File: config.mk
export PLATFORM = sky130hd
export DESIGN_NAME = fpu_issue_timer
export DESIGN_NICKNAME = d
export VERILOG_FILES = /design/src/rtl/fpit_pkg.sv /design/src/rtl/fpit_base_lat.sv /design/src/rtl/fpit_penalty.sv /design/src/rtl/fpit_seq.sv /design/src/rtl/fpu_issue_timer.sv
export SDC_FILE = /design/constraint.sdc
export NUM_CORES = 1
export LEC_CHECK = 0
export BUFFER_PORTS_ARGS = -buffer_cell sky130_fd_sc_hd__buf_2
export CORE_AREA = 2 2 61 63
export CTS_BUF_LIST = sky130_fd_sc_hd__clkbuf_4 sky130_fd_sc_hd__clkbuf_8
export DETAILED_ROUTE_END_ITERATION = 6
export DIE_AREA = 0 0 63 65
export HOLD_SLACK_MARGIN = 0.1
export PLACE_DENSITY = 0.76
export SLEW_MARGIN = 20
export SYNTH_ARGS = -nofsm -noshare
export SYNTH_HDL_FRONTEND = slang
export SYNTH_SLANG_ARGS = --single-unit
export TNS_END_PERCENT = 30
File: constraint.sdc
create_clock -name clk -period 2.6 [get_ports clk]
set_input_delay 0.26 -clock clk [delete_from_list [all_inputs] [get_ports clk]]
set_output_delay 0.26 -clock clk [all_outputs]
set_load 0.02 [all_outputs]
File: src/rtl/fpit_pkg.sv
package fpit_pkg;

    localparam int CNT_W  = 7;
    localparam int N_OPND = 3;

    // subnormal penalty figures, short path / long path
    localparam int PEN_OPND_LO = 9;
    localparam int PEN_OPND_HI = 10;
    localparam int PEN_MID_LO  = 11;
    localparam int PEN_MID_HI  = 13;
    localparam int PEN_RES_LO  = 6;
    localparam int PEN_RES_HI  = 7;

    typedef enum logic [3:0] {
        OP_ADD  = 4'd0,
        OP_MUL  = 4'd1,
        OP_MAC  = 4'd2,
        OP_DIV  = 4'd3,
        OP_SQRT = 4'd4,
        OP_MOVE = 4'd5,
        OP_CMP  = 4'd6,
        OP_I2F  = 4'd7,
        OP_F2I  = 4'd8,
        OP_F2X  = 4'd9,
        OP_S2D  = 4'd10,
        OP_D2S  = 4'd11
    } op_e;

    typedef enum logic [1:0] {
        CLS_NORM = 2'd0,
        CLS_SUB  = 2'd1,
        CLS_SPEC = 2'd2,
        CLS_SPX  = 2'd3
    } cls_e;

    function automatic logic is_sub(input logic [1:0] c);
        return c == CLS_SUB;
    endfunction

    function automatic logic is_special(input logic [1:0] c);
        return c[1];
    endfunction

endpackage

File: src/rtl/fpit_base_lat.sv
module fpit_base_lat
    import fpit_pkg::*;
#(
    parameter int LW = CNT_W
) (
    input  logic [3:0]    op,
    input  logic          dbl,
    output logic [LW-1:0] lat_lo,
    output logic [LW-1:0] lat_hi
);

    typedef struct packed {
        logic [LW-1:0] lo;
        logic [LW-1:0] hi;
    } range_t;

    function automatic range_t mk(input int lo, input int hi);
        range_t r;
        r.lo = LW'(lo);
        r.hi = LW'(hi);
        return r;
    endfunction

    range_t rng;

    always_comb begin
        rng = mk(4, 4);
        case (op)
            OP_ADD:  rng = mk(9, 10);
            OP_MUL:  rng = dbl ? mk(11, 17) : mk(10, 12);
            OP_MAC:  rng = dbl ? mk(19, 26) : mk(18, 21);
            OP_DIV:  rng = dbl ? mk(29, 65) : mk(20, 37);
            OP_SQRT: rng = dbl ? mk(29, 60) : mk(19, 33);
            OP_MOVE: rng = mk(4, 4);
            OP_CMP:  rng = mk(4, 7);
            OP_I2F:  rng = mk(9, 9);
            OP_F2I:  rng = mk(8, 8);
            OP_F2X:  rng = dbl ? mk(8, 8) : mk(6, 6);
            OP_S2D:  rng = mk(5, 5);
            OP_D2S:  rng = mk(7, 7);
            default: rng = mk(4, 4);
        endcase
    end

    assign lat_lo = rng.lo;
    assign lat_hi = rng.hi;

endmodule

File: src/rtl/fpit_penalty.sv
module fpit_penalty
    import fpit_pkg::*;
#(
    parameter int LW = CNT_W
) (
    input  logic [3:0]        op,
    input  logic [N_OPND-1:0][1:0] cls_opnd,
    input  logic [1:0]        cls_mid,
    input  logic [1:0]        cls_res,
    input  logic              ftz,
    input  logic              fast,
    output logic              special_hit,
    output logic [LW-1:0]     pen
);

    logic [N_OPND-1:0] reads;
    logic              opnd_elig;
    logic              res_elig;
    logic              mid_elig;

    always_comb begin
        reads     = N_OPND'(3'b001);
        opnd_elig = 1'b0;
        res_elig  = 1'b0;
        mid_elig  = 1'b0;
        case (op)
            OP_ADD, OP_MUL, OP_DIV: begin
                reads     = N_OPND'(3'b011);
                opnd_elig = 1'b1;
                res_elig  = 1'b1;
            end
            OP_MAC: begin
                reads     = N_OPND'(3'b111);
                opnd_elig = 1'b1;
                res_elig  = 1'b1;
                mid_elig  = 1'b1;
            end
            OP_SQRT, OP_S2D: begin
                opnd_elig = 1'b1;
            end
            OP_CMP: begin
                reads = N_OPND'(3'b011);
            end
            OP_D2S: begin
                mid_elig = 1'b1;
            end
            default: ;
        endcase
    end

    localparam logic [LW-1:0] OPND_LO = LW'(PEN_OPND_LO);
    localparam logic [LW-1:0] OPND_HI = LW'(PEN_OPND_HI);
    localparam logic [LW-1:0] MID_LO  = LW'(PEN_MID_LO);
    localparam logic [LW-1:0] MID_HI  = LW'(PEN_MID_HI);
    localparam logic [LW-1:0] RES_LO  = LW'(PEN_RES_LO);
    localparam logic [LW-1:0] RES_HI  = LW'(PEN_RES_HI);

    logic [N_OPND-1:0][LW-1:0] opnd_pen;
    logic [N_OPND-1:0]         opnd_spec;

    for (genvar i = 0; i < N_OPND; i++) begin : g_opnd
        always_comb begin
            opnd_spec[i] = reads[i] && is_special(cls_opnd[i]);
            opnd_pen[i]  = '0;
            if (reads[i] && opnd_elig && is_sub(cls_opnd[i]))
                opnd_pen[i] = fast ? OPND_LO : OPND_HI;
        end
    end

    logic [LW-1:0] mid_pen;
    logic [LW-1:0] res_pen;
    logic [LW-1:0] sum;

    always_comb begin
        mid_pen = '0;
        res_pen = '0;
        if (mid_elig && is_sub(cls_mid))
            mid_pen = fast ? MID_LO : MID_HI;
        if (res_elig && is_sub(cls_res))
            res_pen = fast ? RES_LO : RES_HI;
        sum = mid_pen + res_pen;
        for (int k = 0; k < N_OPND; k++)
            sum = sum + opnd_pen[k];
    end

    assign special_hit = |opnd_spec;
    assign pen         = (ftz || special_hit) ? '0 : sum;

endmodule

File: src/rtl/fpit_seq.sv
module fpit_seq #(
    parameter int LW = 7
) (
    input  logic          clk,
    input  logic          rst_n,
    input  logic          start,
    input  logic [LW-1:0] lat,
    output logic          busy,
    output logic          done,
    output logic [LW-1:0] lat_held
);

    typedef struct packed {
        logic          busy;
        logic [LW-1:0] cnt;
        logic [LW-1:0] lat;
    } st_t;

    st_t st_d, st_q;

    always_comb begin
        st_d = st_q;
        if (st_q.busy) begin
            if (st_q.cnt == '0)
                st_d.busy = 1'b0;
            else
                st_d.cnt = st_q.cnt - 1'b1;
        end else if (start) begin
            st_d.busy = 1'b1;
            st_d.cnt  = lat - 1'b1;
            st_d.lat  = lat;
        end
    end

    always_ff @(posedge clk or negedge rst_n) begin
        if (!rst_n)
            st_q <= '0;
        else
            st_q <= st_d;
    end

    assign busy     = st_q.busy;
    assign done     = st_q.busy && (st_q.cnt == '0);
    assign lat_held = st_q.lat;

endmodule

File: src/rtl/fpu_issue_timer.sv
module fpu_issue_timer
    import fpit_pkg::*;
#(
    parameter int LW = CNT_W
) (
    input  logic          clk,
    input  logic          rst_n,
    input  logic          in_valid,
    output logic          in_ready,
    input  logic [3:0]    in_op,
    input  logic          in_dbl,
    input  logic [1:0]    in_cls_a,
    input  logic [1:0]    in_cls_b,
    input  logic [1:0]    in_cls_c,
    input  logic [1:0]    in_cls_mid,
    input  logic [1:0]    in_cls_res,
    input  logic          in_ftz,
    input  logic          in_fast,
    output logic          busy,
    output logic          done,
    output logic [LW-1:0] lat_out
);

    logic [LW-1:0]            base_lo, base_hi;
    logic [LW-1:0]            pen;
    logic                     special_hit;
    logic [N_OPND-1:0][1:0]   cls_vec;
    logic [LW-1:0]            lat_d;
    logic                     start;

    assign cls_vec = {in_cls_c, in_cls_b, in_cls_a};

    fpit_base_lat #(.LW(LW)) u_base (
        .op     (in_op),
        .dbl    (in_dbl),
        .lat_lo (base_lo),
        .lat_hi (base_hi)
    );

    fpit_penalty #(.LW(LW)) u_pen (
        .op          (in_op),
        .cls_opnd    (cls_vec),
        .cls_mid     (in_cls_mid),
        .cls_res     (in_cls_res),
        .ftz         (in_ftz),
        .fast        (in_fast),
        .special_hit (special_hit),
        .pen         (pen)
    );

    always_comb begin
        if (special_hit || in_fast)
            lat_d = base_lo + pen;
        else
            lat_d = base_hi + pen;
    end

    assign start = in_valid && in_ready;

    fpit_seq #(.LW(LW)) u_seq (
        .clk      (clk),
        .rst_n    (rst_n),
        .start    (start),
        .lat      (lat_d),
        .busy     (busy),
        .done     (done),
        .lat_held (lat_out)
    );

    assign in_ready = !busy;

endmodule

==> results of run 1 <==
## cell type report
cell class / count / area share (%)
Clock buffer: 4 / 1.08
Inverter: 24 / 3.51
Multi-Input combinational cell: 190 / 56.6
Sequential cell: 15 / 13.5
Tap cell: 48 / 2.16
Timing Repair Buffer: 89 / 23.1
## routing by layer
| layer | track usage, % | vias up |
|---|---|---|
| met5 | 0 | - |
| met4 | 5.00 | 0 |
| met3 | 6.25 | 12 |
| met2 | 44.5 | 47 |
| met1 | 32.0 | 965 |
| li1 | - | 1012 |
## registers in the layout, indices dropped and copies added (netlist names)
name / flops
u_seq.st_q: 7
u_seq.lat_held: 7
u_seq.busy: 1
## kinds of logic after synthesis
family,after synthesis
AO/OA/AOI/OAI,63
XOR/XNOR,13
adder cells (fa/ha/maj),23
buffers and inverters,41
flip-flops,15
multiplexers,4
AND/OR/NAND/NOR,87
## synth_stat cells, drive strengths merged (2+ instances only)
library cell | count | area share, %
ha | 14 | 9.0
inv | 24 | 4.7
nand3b | 2 | 0.77
or2 | 3 | 0.96
nand2b | 5 | 1.6
a211oi | 2 | 1.0
a21o | 2 | 0.77
dfrtp | 15 | 19
buf | 10 | 3.4
o32ai | 2 | 0.90
nor2 | 31 | 6.0
or3b | 3 | 1.5
mux2 | 4 | 2.3
and2 | 2 | 0.71
a31oi | 2 | 0.64
nor4b | 2 | 0.90
a21oi | 12 | 3.1
xor2 | 6 | 2.7
nand3 | 4 | 1.0
or4 | 3 | 1.3
fa | 9 | 9.2
nor2b | 4 | 1.3
clkbuf | 7 | 1.4
xnor2 | 7 | 3.1
o22ai | 4 | 1.3
nor3 | 7 | 1.8
a22oi | 3 | 1.2
nand4b | 3 | 1.3
nand2 | 13 | 2.5
o21ai | 23 | 6.5
## how the worst max path moves through the flow
stage | slack, ns | start | cells after the start | to
floorplan | -1.97 | in_op[2] | 20 | u_seq.st_q[13]
global placement | -2.06 | in_op[1] | 23 | u_seq.st_q[13]
detailed placement | -2.10 | in_op[1] | 24 | u_seq.st_q[13]
CTS | -1.74 | in_op[1] | 23 | u_seq.st_q[13]
global route | -2.12 | in_op[1] | 24 | u_seq.st_q[11]
finish | -1.85 | in_op[1] | 19 | u_seq.st_q[11]
## critical path: cells and delay by family
family                   cells  cell delay (ns)
AO/OA/AOI/OAI                3             0.68
XOR/XNOR                     1             0.23
adder cells (fa/ha/maj)      5             2.25
buffers and inverters        2             0.12
AND/OR/NAND/NOR              8             1.10
## where the power goes
part	switching [mW]	total, mW	internal, mW
clock	0.0779	0.148	0.0701
sequential	0.0989	0.433	0.335
combinational	0.417	0.769	0.353
total	0.594	1.35	0.757
## what timing repair did
action / 4_1_cts / 5_1_grt
pin swaps: 12 / 11
cloned: 0 / 0
buffers inserted: 2 / 2
endpoints found under the setup margin: 14 / 15
hold endpoints to repair: 15 / 0
gates resized for setup: 15 / 17
hold buffers: 1 / 0
==> impl_metrics.tcl, run 1 <==
set metrics [dict create \
    arrival_ns 4.65 \
    seqCellArea_sq_um 375 \
    clock_sinks 15 \
    route.met3.wl_microns 240 \
    h-tree-depth 1 \
    end_kind "register" \
    synth-simple-area-share_pct 23.8 \
    dp_slack_ns -2.10 \
    cts_tree "yes" \
    hold_violations 0 \
    hp-start "in_valid" \
    setup_tns_ns -19.32 \
    fin_area_sq_um 2780 \
    cp.required_ns 2.80 \
    synth.cell_area_sq_um 1950 \
    nets 366 \
    reg2reg_to "u_seq.st_q[10]" \
    antenna_found_initial 0 \
    finalSetupViolations 14 \
    viasPerCell 5.50 \
    postRouteAntennaNets 0 \
    worst_slack_ns -1.85 \
    ys.flop_type "dfrtp_1" \
    die_h_microns 65 \
    max_freq_mhz 225 \
    cts_buffers 3 \
    fin_crit_ns 4.45 \
    num_vias 2036 \
    hold-worst-slack_ns 0.325 \
    clock_latency_ns 0.29 \
    power_mw 1.35 \
    worstSetupPathType "primary input to register" \
    crit_chain "buf_12, inv_6, nor2_4, nor2_1, o22ai_1, nand3b_1, or2_4, fa_1, fa_1, fa_2, fa_2, nor2_4, fa_2, a211oi_4, nor2_2, xor2_4, nor3_1, and3b_1, o31ai_1" \
    leakagePower_nw 1.32 \
    insertedDiodeCount 0 \
    synth_edf_count 0 \
    drv_slew 0 \
    first_pass_iters 4 \
    layout_common_cells "buf_4 (57), nor2_1 (26), buf_2 (26), inv_1 (21), o21ai_0 (16)" \
    ys_seq_area_share_pct 19.2 \
    num_io_pins 30 \
    synthAdderAreaFrac_pct 18.2 \
    fin_cells 370 \
    hold_path_depth 3 \
    dieArea_sq_um 4100 \
    ys_ff_latch 15 \
    powerDensity_nw_per_um2 486 \
    core_region_area_sq_um 3500 \
    r2r_slack_ns 0.28 \
    violations "setup timing" \
    worst_r2r_path_depth 8 \
    fin_crit_sh_pct 171 \
    rsz0062_at_grt "yes" \
    final_common_cell "buf_4" \
    cp_max_fo 5 \
    place.gp.congestion 0.833 \
    worstMarginPinSlew_ns 0.551 \
    critical-path-max-stage-delay_ns 0.57 \
    cpMostUsedCell "fa_2" \
    syn2layout_area_growth_pct 42.4 \
    start_util_pct 55.8 \
    hpwl_microns 3730 \
    first_iter_violations 99 \
    grt_max_degree 17 \
    drc 0 \
    status "finished, violations left" \
    overflow 0 \
    synth_compound_area_share_pct 21.0 \
    skew_ns 0.00935 \
    r2r-start "u_seq.st_q[7]" \
    clkTransAtPathRegs_ns 0.09 \
    ctsRootBufferMaster "clkbuf_4" \
    die_w_microns 63 \
    clk_path_buf_depth 2 \
    cp-start-kind "primary input" \
    dp.cells 361 \
    synthXorXnorAreaFrac_pct 5.84 \
    synth_warnings 0 \
    slowest_stage "fa_2" \
    syn_nets 289 \
    hold_end "u_seq.busy" \
    wl_met2_microns 2750 \
    wire_per_inst_microns 14.4 \
    io_buffers 29 \
    place_area_sq_um 2570 \
    nFillCells 240 \
    cap_violations 0 \
    syn_inst 246 \
    highest_layer "met4" \
    grt_usage_pct 25.5 \
    ir_drop_v 0.000439 \
    drive_gt1_share_pct 41.3 \
    syn_area_per_cell_sq_um 7.93 \
    post-route-util_pct 79.5 \
    rows 22 \
    multi_input_area_sq_um 1570 \
    async_reset_ff_share_pct 100 \
    grt_pass1_vias 1994 \
    synthMuxAreaShare_pct 2.31 \
    met1_length_microns 2260 \
    synth_cell_type_count 59 \
    synth_top_family_by_area "simple AND/OR/NAND/NOR gates" \
    hold_class "primary input to register" \
    relSlewSlack_pct 63.2 \
    wl_microns 5310 \
    grt_pass1_wl_microns 8340 \
]
Note: power is estimated with default switching activity, not from simulation.
==> inputs of run 2 (changes only) <==
CORE_AREA = 2 2 55 70   (was 2 2 61 63)
DIE_AREA = 0 0 57 72   (was 0 0 63 65)
==> run 2 against run 1 <==
The run still ends with setup timing left. Clock skew fell by 0.0024 ns. Clock power rose by 34%. Via count rose by 0.49%. Global-route usage rose by 1.2 points. Critical path depth rose by 4. Setup slack improved by 0.026 ns. Register-to-register slack got worse by 0.20 ns. Die area rose by 0.22%. First-iteration DRC count rose by 23%. Utilization rose by 1.3 points. Total power rose by 5.2%. Fmax rose by 0.59%. Largest cell class unchanged. Highest routed layer unchanged.
==> impl_metrics.tcl, run 2 (synthesis results as in run 1) <==
set metrics [dict create \
    layout_common_cells "buf_4 (57), buf_2 (26), nor2_1 (25), inv_1 (20)" \
    leakagePower_nw 1.32 \
    syn2layout_area_growth_pct 41.7 \
    crit_chain "buf_8, inv_4, nor2_4, nor2_2, o22ai_2, nand3b_1, or2_4, fa_1, fa_1, fa_2, fa_2, inv_1, a21o_1, a21oi_2, xor2_1, nor2_1, ha_1, nand2b_1, o221ai_2, or3b_4, nor4_4, xnor2_1, o22ai_1" \
    cts_tree "yes" \
    combPwrFrac_pct 55.7 \
    powerDensity_nw_per_um2 514 \
    worst_slack_ns -1.83 \
    relSlewSlack_pct 65.6 \
    core_region_area_sq_um 3420 \
    drive_gt1_share_pct 41.6 \
    ir_drop_v 0.000659 \
    dieArea_sq_um 4100 \
    grt_max_degree 20 \
    num_io_pins 30 \
    insertedDiodeCount 0 \
    num_vias 2046 \
    fin_area_sq_um 2760 \
    slowest_stage "fa_1" \
    power_switching_mw 0.611 \
    wl_microns 5220 \
    final_common_cell "buf_4" \
    antenna_found_initial 0 \
    drv_slew 0 \
    hold_class "primary input to register" \
    rsz0062_at_grt "yes" \
    met1_usage_pct 27.3 \
    arrival_ns 4.54 \
    clkTransAtPathRegs_ns 0.06 \
    max_freq_mhz 226 \
    power_mw 1.42 \
    drc 0 \
    rows 24 \
    post-route-util_pct 80.7 \
    finalSetupViolations 14 \
    cp-start-kind "primary input" \
    end_kind "register" \
    cp_max_fo 4 \
    place.gp.congestion 0.844 \
    grt-busiest-layer "met2" \
    fin_crit_sh_pct 170 \
    setup_tns_ns -19.21 \
    skew_ns 0.00690 \
    critical-path-max-stage-delay_ns 0.50 \
    h-tree-depth 1 \
    die_w_microns 57 \
    overflow 0 \
    io_buffers 29 \
    hold-worst-slack_ns 0.378 \
    first_iter_violations 122 \
    grt_pass1_wl_microns 8690 \
    worst_r2r_path_depth 8 \
    seqPwrFrac_pct 30.4 \
    swShare_pct 43.0 \
    cp.required_ns 2.71 \
    clock_sinks 15 \
    clock_latency_ns 0.25 \
    hpwl_microns 3820 \
    fin_crit_ns 4.43 \
    grt_pass1_vias 2082 \
    clk_path_buf_depth 2 \
    viasPerCell 5.67 \
    grt_usage_pct 26.7 \
    place_area_sq_um 2540 \
    nFillCells 239 \
    worstMarginPinSlew_ns 0.515 \
    cap_violations 0 \
    ctsRootBufferMaster "clkbuf_8" \
    die_h_microns 72 \
    pwr-share-clk_pct 13.9 \
    internal_power_mw 0.810 \
    postRouteAntennaNets 0 \
    hold_path_depth 3 \
    cts_buffers 3 \
    met2_usage_pct 53.0 \
    worstSetupPathType "primary input to register" \
    first_pass_iters 4 \
    wire_per_inst_microns 14.4 \
    use_met3_pct 1.60 \
    hold_violations 0 \
    violations "setup timing" \
    start_util_pct 57.0 \
    nets 366 \
    status "finished, violations left" \
]
-- run 2: cell count changes in the layout (fill, tap and decap cells not counted), moves of 2 or more --
cell	previous run	this run
o21ai_1	5	7
clkbuf_4	4	1
clkbuf_8	0	3
buf_12	2	0
nor2_2	2	4
-- run 2: final timing paths --
kind | startpoint | end | slack (ns)
worst min-delay path | in_valid | u_seq.busy | 0.38
min in group asynchronous | rst_n | u_seq.st_q[13] | 0.44
worst min register to register | u_seq.lat_held[0] | u_seq.lat_held[0] | 0.48
worst max register to register | u_seq.st_q[7] | u_seq.st_q[10] | 0.08
max in group asynchronous | rst_n | u_seq.st_q[11] | 1.90
worst max-delay path | in_op[1] | u_seq.st_q[13] | -1.83
-- run 2: what timing repair did --
item | in CTS | in global routing
setup buffers | 3 | 2
hold buffers | 1 | 0
hold endpoints to repair | 15 | 0
gates resized for setup | 19 | 12
pin swaps | 7 | 4
endpoints found under the setup margin | 14 | 14
-- run 2: area by class of cell --
| class | instances | area (sq um) | share of cell area (%) |
|---|---|---|---|
| clock buffer | 4 | 48.8 | 1.77 |
| inverter | 24 | 95.1 | 3.44 |
| multi-input combinational | 190 | 1570 | 56.7 |
| sequential | 15 | 375 | 13.6 |
| tap | 39 | 48.8 | 1.77 |
| timing repair buffer | 89 | 628 | 22.7 |
-- run 2: stage by stage --
step / setup slack [ns] / std cells
floorplan: -1.97 / 246
finish: -1.83 / 361
CTS: -1.82 / 359
global placement: -2.02 / 351
global route: -2.06 / 361
detailed placement: -2.11 / 351
-- run 2: metal layers --
layer	part of all wire, %	wire length, microns
met5	0	0
met4	3.0	157
met3	3.4	176
met2	56	2940
met1	37	1940
-- run 2: critical path, delay by kind of cell --
family                     cells  cell delay (ns)
adders and majority gates      5             1.99
xor gates and xnor gates       2             0.29
and+or+nand+nor                8             1.32
AOI/OAI and AO/OA              5             0.51
buffers and inverters          3             0.18
-- run 2: power groups by stage --
stage	clock network [mW]	logic, mW	registers [mW]
final	0.198	0.791	0.432
after global routing	0.203	0.871	0.445
after CTS	0.201	0.755	0.427
after detailed placement	0	0.717	0.431
after global placement	0	0.697	0.426
after floorplan	0	0.565	0.402
==> inputs of run 3 (changes only) <==
PLACE_DENSITY = 0.79   (was 0.76)
==> run 3 against run 2 <==
Wire length up 6.4%. Register-to-register slack better by 0.19 ns. The run still ends with setup timing left. Count of clock-buffer cells in the layout unchanged. Largest power group unchanged. Flip-flop and latch count unchanged. Clock power about the same.
==> impl_metrics.tcl, run 3 (synthesis results as in run 1) <==
set metrics [dict create \
    cp_max_fo 4 \
    rows 24 \
    syn2layout_area_growth_pct 44.3 \
    drive_gt1_share_pct 42.2 \
    die_w_microns 57 \
    overflow 0 \
    fin_crit_sh_pct 173 \
    first_pass_iters 4 \
    arrival_ns 4.59 \
    fin_cells 364 \
    drv_slew 0 \
    violations "setup timing" \
    cts_tree "yes" \
    power_mw 1.42 \
    rsz0062_at_grt "yes" \
    setup_tns_ns -19.85 \
    dp_slack_ns -2.15 \
    fin_crit_ns 4.50 \
    dieArea_sq_um 4100 \
    wl_microns 5550 \
    num_vias 2111 \
    r2r-start "u_seq.st_q[7]" \
    grt_pass1_wl_microns 9530 \
    io_buffers 29 \
    clock_latency_ns 0.25 \
    hold_class "primary input to register" \
    clkTransAtPathRegs_ns 0.06 \
    cts_buffers 3 \
    r2r_slack_ns 0.27 \
    viasPerCell 5.80 \
    relSlewSlack_pct 64.9 \
    start_util_pct 57.0 \
    powerDensity_nw_per_um2 506 \
    clock_sinks 15 \
    h-tree-depth 1 \
    hpwl_microns 4200 \
    skew_ns 0.00367 \
    first_iter_violations 155 \
    leakagePower_nw 1.33 \
    cap_violations 0 \
    post-route-util_pct 82.2 \
    hold_path_depth 3 \
    worstMarginPinSlew_ns 0.526 \
    grt_max_degree 17 \
    die_h_microns 72 \
    core_region_area_sq_um 3420 \
    grt_pass1_vias 2248 \
    cp.required_ns 2.69 \
    reg2reg_to "u_seq.st_q[10]" \
    finalSetupViolations 14 \
    place_area_sq_um 2550 \
    final_common_cell "buf_4" \
    layout_common_cells "buf_4 (61), nor2_1 (26), buf_2 (26), inv_1 (21), o21ai_0 (17)" \
    status "finished, violations left" \
    nets 369 \
    ctsRootBufferMaster "clkbuf_8" \
    clk_path_buf_depth 2 \
    nFillCells 220 \
    ir_drop_v 0.000524 \
    wire_per_inst_microns 15.2 \
    hp-start "in_valid" \
    insertedDiodeCount 0 \
    drc 0 \
    postRouteAntennaNets 0 \
    max_freq_mhz 222 \
    grt_usage_pct 29.0 \
    startpoint "in_op[1]" \
    worstSetupPathType "primary input to register" \
    antenna_found_initial 0 \
    worst_r2r_path_depth 8 \
    hold-worst-slack_ns 0.391 \
    num_io_pins 30 \
    place.gp.congestion 0.873 \
    hold_violations 0 \
    fin_area_sq_um 2810 \
    dp.cells 352 \
    worst_slack_ns -1.90 \
    end_kind "register" \
    cp-start-kind "primary input" \
    hold_end "u_seq.busy" \
]
## run 3: final cells by class
| type | count | area (sq um) | share of cell area [%] |
|---|---|---|---|
| multi-input cells | 190 | 1590 | 56.6 |
| clock buffers | 4 | 48.8 | 1.73 |
| flip-flops and latches | 15 | 375 | 13.3 |
| well taps | 39 | 48.8 | 1.73 |
| inverters | 24 | 97.6 | 3.47 |
| repair buffers | 92 | 652 | 23.2 |
## run 3: worst max-delay path, cell delays in order
cell and delay [ns]:
buf_12 0.11, inv_6 0.05, nor2_4 0.03, nor2_1 0.09, o22ai_1 0.08, nand3b_1 0.12, buf_4 0.13, nor2_1 0.04
fa_1 0.47, inv_1 0.06, fa_1 0.56, inv_1 0.05, ha_1 0.27, nor2b_1 0.13, o21ai_0 0.14, nand2b_1 0.10
buf_4 0.14, xnor2_1 0.12, nor2_1 0.06, ha_1 0.34, o21ai_0 0.15, o2111ai_1 0.20, or3b_4 0.45, nor4_4 0.15
xnor2_1 0.16, o22ai_1 0.13
## run 3: repair_timing
item | 4_1_cts | 5_1_grt
buffers inserted | 6 | 1
hold buffers | 1 | 0
hold endpoints to repair | 15 | 0
gates resized for setup | 21 | 11
setup endpoints to repair | 14 | 14
pin swaps | 19 | 7
## run 3: metal layers
metal | up-vias | part of all wire [%] | track usage, %
met3 | 21 | 2.8 | 2.67
met5 | - | 0 | 0
met4 | 0 | 4.5 | 14.2
met1 | 1016 | 36 | 29.2
met2 | 58 | 57 | 57.9
li1 | 1016 | - | -
## run 3: how the worst max path moves through the flow
stage                      to  slack [ns]
5_1_grt        u_seq.st_q[13]       -2.14
4_1_cts        u_seq.st_q[13]       -1.84
3_3_place_gp   u_seq.st_q[13]       -2.01
6_report       u_seq.st_q[13]       -1.90
2_1_floorplan  u_seq.st_q[13]       -1.97
3_5_place_dp   u_seq.st_q[13]       -2.15
## run 3: power by group
part | switching [mW] | total (mW) | leakage, nW | internal (mW)
clock | 0.0808 | 0.200 | 0.0262 | 0.119
combinational | 0.429 | 0.789 | 1.12 | 0.360
sequential | 0.0995 | 0.435 | 0.188 | 0.335
